`config.mk`:
```
export PLATFORM = sky130hd
export DESIGN_NAME = modem_status_unit
export DESIGN_NICKNAME = d
export VERILOG_FILES = /design/src/rtl/msr_pkg.sv /design/src/rtl/msr_ctrl.sv /design/src/rtl/msr_datapath.sv /design/src/rtl/modem_status_unit.sv
export SDC_FILE = /design/constraint.sdc
export NUM_CORES = 1
export LEC_CHECK = 0
export BUFFER_PORTS_ARGS = -buffer_cell sky130_fd_sc_hd__buf_2
export CORE_AREA = 2 2 39 41
export CTS_BUF_LIST = sky130_fd_sc_hd__clkbuf_16
export DETAILED_ROUTE_END_ITERATION = 8
export DIE_AREA = 0 0 41 43
export GPL_TIMING_DRIVEN = 0
export HOLD_SLACK_MARGIN = 0.02
export SETUP_SLACK_MARGIN = 0.1
export SYNTH_ARGS = -nofsm -noshare
export SYNTH_HDL_FRONTEND = slang
export SYNTH_SLANG_ARGS = --single-unit
```
`constraint.sdc`:
```
create_clock -name clk -period 1.5 [get_ports clk]
set_input_delay 0.3 -clock clk [delete_from_list [all_inputs] [get_ports clk]]
set_output_delay 0.3 -clock clk [all_outputs]
set_load 0.02 [all_outputs]
```
`src/rtl/msr_pkg.sv`:
```
package msr_pkg;
  // Control-value bit positions
  localparam int CtlDtrBit  = 0;
  localparam int CtlRtsBit  = 1;
  localparam int CtlOut1Bit = 2;
  localparam int CtlOut2Bit = 3;
  localparam int CtlLoopBit = 4;

  // Line indices inside the upper status nibble (status bit = index + LINE_CNT)
  localparam int LINE_CNT = 4;
  localparam int LnCts = 0;
  localparam int LnDsr = 1;
  localparam int LnRi  = 2;
  localparam int LnDcd = 3;

  // Lines reported when loopback is off: DCD and DSR high
  localparam logic [LINE_CNT-1:0] IDLE_LINES = 4'b1010;

  typedef struct packed {
    logic update;
    logic clearDelta;
    logic loopback;
  } msr_strobe_t;
endpackage

```
`src/rtl/msr_ctrl.sv`:
```
module msr_ctrl
  import msr_pkg::*;
#(
  parameter int CTL_W = 8
) (
  input  logic [CTL_W-1:0] mcrIn,
  input  logic             writeReq,
  input  logic             readReq,
  output msr_strobe_t      strobe
);
  always_comb begin
    strobe.update     = writeReq;
    strobe.clearDelta = readReq;
    strobe.loopback   = mcrIn[CtlLoopBit];
  end
endmodule

```
`src/rtl/msr_datapath.sv`:
```
module msr_datapath
  import msr_pkg::*;
#(
  parameter int CTL_W = 8,
  parameter int MSR_W = 8
) (
  input  logic             clk,
  input  logic             rstN,
  input  msr_strobe_t      strobe,
  input  logic [CTL_W-1:0] mcrIn,
  output logic [MSR_W-1:0] msrOut,
  output logic             anyDelta
);
  localparam int LINES = MSR_W / 2;

  logic [LINES-1:0] lineState;
  logic [LINES-1:0] deltaFlags;
  logic [LINES-1:0] targetLines;
  logic [LINES-1:0] edgeHit;
  logic [LINES-1:0] deltaNext;

  always_comb begin
    if (strobe.loopback) begin
      targetLines        = '0;
      targetLines[LnCts] = mcrIn[CtlRtsBit];
      targetLines[LnDsr] = mcrIn[CtlDtrBit];
      targetLines[LnRi]  = mcrIn[CtlOut1Bit];
      targetLines[LnDcd] = mcrIn[CtlOut2Bit];
    end else begin
      targetLines = IDLE_LINES;
    end
  end

  for (genvar i = 0; i < LINES; i++) begin : g_edge
    if (i == LnRi) begin : g_trail
      assign edgeHit[i] = lineState[i] & ~targetLines[i];
    end else begin : g_any
      assign edgeHit[i] = lineState[i] ^ targetLines[i];
    end
  end

  always_comb begin
    deltaNext = strobe.clearDelta ? '0 : deltaFlags;
    if (strobe.update) deltaNext = deltaNext | edgeHit;
  end

  always_ff @(posedge clk or negedge rstN) begin
    if (!rstN) begin
      lineState  <= IDLE_LINES;
      deltaFlags <= '0;
    end else begin
      if (strobe.update) lineState <= targetLines;
      deltaFlags <= deltaNext;
    end
  end

  assign msrOut   = {lineState, deltaFlags};
  assign anyDelta = |deltaFlags;
endmodule

```
`src/rtl/modem_status_unit.sv`:
```
module modem_status_unit
  import msr_pkg::*;
#(
  parameter int CTL_W = 8,
  parameter int MSR_W = 8
) (
  input  logic             clk,
  input  logic             rstN,
  input  logic [CTL_W-1:0] mcrValue,
  input  logic             mcrWrite,
  input  logic             msrRead,
  output logic [MSR_W-1:0] msrValue,
  output logic             deltaPending
);
  msr_strobe_t strobe;

  msr_ctrl #(.CTL_W(CTL_W)) i_ctrl (
    .mcrIn   (mcrValue),
    .writeReq(mcrWrite),
    .readReq (msrRead),
    .strobe  (strobe)
  );

  msr_datapath #(.CTL_W(CTL_W), .MSR_W(MSR_W)) i_dp (
    .clk     (clk),
    .rstN    (rstN),
    .strobe  (strobe),
    .mcrIn   (mcrValue),
    .msrOut  (msrValue),
    .anyDelta(deltaPending)
  );
endmodule

```
# Word level (Yosys, flattened, before mapping)
# Index checks and enable logic that the tools add are counted.
# totals
regBits	8
latch_bits	0
ram_bits	0
rom_bits	0
out_inout_bits	9
wordCells	12
mem_count	0
# classes
add_sub_neg	0
multipliers	0
div_mod_pow	0
order_cmp	0
n_eq_ne	0
shifts	0
mux	3
bitwise_logic	6
reduce_logical	1
# ops
op	n
4-bit two-way mux	3
4-bit bitwise OR	1
4-bit OR reduction	1
1-bit bitwise XOR	3
1-bit AND	1
1-bit inverter	1

# Depth between registers and ports, before layout
# depth
word_depth	5
depth_mapped	3
mapped_depth_nobuf	2

# Cells and area by module
# Synthesis repeated with hierarchy kept, for this count alone.
# hier_totals
cells_unflattened	39
area_unflattened_um2	399.1
# modules_own_cells
module	n_inst	cells_per_inst	area_each_um2	seq_area_each_um2
msr_datapath	1	36	376.6	202.7
msr_ctrl	1	3	22.5	0.0

# Worst setup path after synthesis
# OpenSTA, ideal clock, no wires.
# synth_path
path_kind	register to output
startpoint	register i_dp.deltaFlags[1]
endpoint	output port deltaPending
arrival_time_ns	1.096
t_required_ns	1.200
setup_slack_ns	0.104
path_stages_with_launch	2
n_path_buf	0
cell_sequence	dfrtp_1 -> or4_1
# synth_between
elab_chain_cells	1
# synth_lines
item	line	source
start, declared	msr_datapath.sv:17	logic [LINES-1:0] deltaFlags;
start signal, assigned	msr_datapath.sv:53	deltaFlags <= deltaNext;
4-bit OR reduction	msr_datapath.sv:58	assign anyDelta = |deltaFlags;
end, declared	modem_status_unit.sv:13	output logic deltaPending
# No other way between the ends.

# Worst setup path after layout
# layout_path
startpoint	register i_dp.deltaFlags[2]
endpoint	output port deltaPending
# Same word-level chain as after synthesis.

==> reports/metrics.yaml <==
timing:
  fin_tns_setup_ps: -84.2
  finalSetupViolations: 1
  fmax_mhz: 631
  period_share_pct: 106
  slew_headroom_pct: 88.5
  skew_ps: 0.429
  finalMaxSlewViolations: 0
  worstMarginPinSlew_ps: 171
  setup_slack_ps: -84.2
  hold_viol: 0
  rsz0062_at_grt: "yes"
  fin_crit_ps: 1580
clock_tree:
  cts_tree: "built"
  insertion_delay_ps: 230
  clkTransAtPathRegs_ps: 40
  htree_num_levels: 1
  cts.root.buffer_cell: "clkbuf_16"
  clkSinkCount: 8
  clk_path_buf_depth: 2
  numCtsBuffers: 3
setup_path:
  cp_slowest_cell: "or4_4"
  crit_arrival_ps: 1280
  worstPathMaxFanout: 3
  timing.rr.start: "i_dp.lineState[3]"
  r2r_cells: 2
  timing.rr.end: "i_dp.deltaFlags[3]"
  critPathKind: "register to output port"
  critPathLaunchType: "register"
  end_kind: "output port"
  worstPathRequired_ps: 1200
  crit_chain: "or4_4 > buf_6"
  slowest_delay_ps: 530
  ff2ff_setup_slack_ps: 630
cells_and_area:
  drive_gt1_share_pct: 44.8
  utilization_pct: 42.2
  fin_nets: 72
  antennaDiodeCount: 0
  nFillCells: 139
  synthToLayoutAreaGrowth_pct: 55.1
synthesis:
  synthesis.nets: 48
  ys.flop_type: "dfrtp_1"
  synth_cell_types: 17
  synthTopCellsByArea: "dfrtp_1 40%, dfstp_2 14%, nand4b_1 7.0%, o221ai_1 7.0%, inv_1 5.0%"
  yosysTopAreaCellShare_pct: 39.9
  synthCells: 36
  avgSynthCellArea_um2: 10.5
  synthTopCellsByCount: "6 x dfrtp_1, 5 x inv_1, 3 x nand4b_1, 3 x o221ai_1"
  seq_area_frac_synth_pct: 53.8
  syn_area_um2: 377
  synth_edf_count: 0
  synth.most_common_cell: "dfrtp_1"
  yosysTopAreaCell: "dfrtp_1"
  synth-seq-cells: 8
  ys_async_sr_fraction_pct: 100
  yosysWarnings: 0
grt:
  track_usage_pct: 13.1
  grt_pass1_wl_um: 1360
  grt_max_degree: 11
  antenna_found_initial: 0
  grt_pass1_vias: 339
  grt-ovfl-total: 0
drt:
  drt_wl_total_um: 881
  postRouteAntennaNets: 0
  drt_first_pass_iters: 4
  drc: 0
  num_vias: 351
  drt_iter0_markers: 6
  wl_per_cell_um: 11.9
  vias_per_cell: 4.74
place:
  dp_worst_setup_slack_ps: 168
  dpl.hpwl_um: 649
  gp_congestion: 0.647
  io_buffers: 17
worst_hold_path:
  min-delay-start: "mcrValue[2]"
  hold_path.class: "input port to register"
  hold_depth: 3
  min_to: "i_dp.lineState[2]"
outcome:
  violations: "negative setup slack"
  status: "finished, violations left"
floorplanning:
  fp.dieW_um: 41
  row_count: 14
  dieHeight_um: 43
  die-area_um2: 1760
  core_area_um2: 1380
  io_pins: 21
  start_util_pct: 27.2
power:
  ir_drop_uv: 464
  p_leak_nw: 0.283
  power_density_nw_per_um2: 1460
  finalPower_uw: 853
job:
  cap_violations: 0
-- worst max path at each step --
stage,end,start,cells after the start
floorplan,deltaPending,i_dp.deltaFlags[1],1
global placement,deltaPending,i_dp.deltaFlags[1],2
detailed placement,deltaPending,i_dp.deltaFlags[1],2
CTS,deltaPending,i_dp.deltaFlags[1],2
global route,deltaPending,i_dp.deltaFlags[2],2
finish,deltaPending,i_dp.deltaFlags[2],2
-- registers in the layout, indices dropped and copies added (netlist names) --
| name | flops |
|---|---|
| i_dp.lineState | 4 |
| i_dp.deltaFlags | 4 |
-- kinds of logic (layout without fill, tap and decap cells) --
logic type / Yosys count / after routing / share of synthesized area [%]
flops: 8 / 8 / 53.8
mux: 1 / 1 / 2.99
compound gates: 7 / 7 / 13.6
simple gates: 14 / 14 / 22.6
buf+inv: 6 / 28 / 6.98
-- final cells by class --
type	instances	area (um2)	share of cell area, %
plain buffers	1	7.51	1.28
clock buffers	3	75.1	12.8
inverters	5	18.8	3.21
multi-input cells	22	151	25.9
flip-flops and latches	8	203	34.7
well taps	16	20.0	3.43
repair buffers	19	109	18.6
-- worst max-delay path, delay by kind of cell (launching register included) --
family	cells	cell delay, ps
AND/OR/NAND/NOR	1	530
flip-flops	1	380
buffers and inverters	1	140
-- where the power goes --
| part | switching, mW | internal, mW | total (mW) |
|---|---|---|---|
| clock | 0.106 | 0.344 | 0.450 |
| combinational | 0.0770 | 0.0655 | 0.143 |
| sequential | 0.0175 | 0.243 | 0.260 |
| total | 0.201 | 0.652 | 0.853 |
-- metal layers --
metal / wire length (um) / vias to the layer above / track usage, %
met5: 0 / - / 0
met4: 50 / 0 / 18.0
met3: 39 / 4 / 3.14
met2: 461 / 12 / 18.4
met1: 329 / 162 / 12.5
li1: - / 173 / -
-- layout by cell type, fill, tap and decap left out, drive strengths merged --
| cell type | synthesis | final |
|---|---|---|
| buf | 1 | 19 |
| inv | 5 | 5 |
| o21ai | 1 | 1 |
| nand2b | 2 | 2 |
| o221ai | 3 | 3 |
| a21oi | 2 | 2 |
| nand3 | 1 | 1 |
| dfstp | 2 | 2 |
| nand4b | 3 | 3 |
| a32o | 1 | 1 |
| mux2 | 1 | 1 |
| and2 | 1 | 1 |
| dlygate4sd3 | 0 | 1 |
| clkbuf | 0 | 3 |
| nand2 | 2 | 2 |
| nor2 | 2 | 2 |
| or4 | 1 | 1 |
| dfrtp | 6 | 6 |
| nor2b | 2 | 2 |
-- through the flow --
step	instance area [um2]	hold slack [ps]	instances
final	584	350	74
after global routing	584	367	74
after CTS	567	354	73
after detailed placement	482	154	69
after global placement	482	152	69
after floorplan	377	4.41	36
-- what timing repair did --
action / in CTS / in global routing
resized for setup: 0 / 3
buffers inserted: 0 / 1
cloned: 0 / 0
hold endpoints to repair: 6 / 0
pin swaps: 0 / 1
hold buffers: 1 / 0
endpoints found under the setup margin: 1 / 1
No activity file was read; power rests on OpenSTA's default activity.
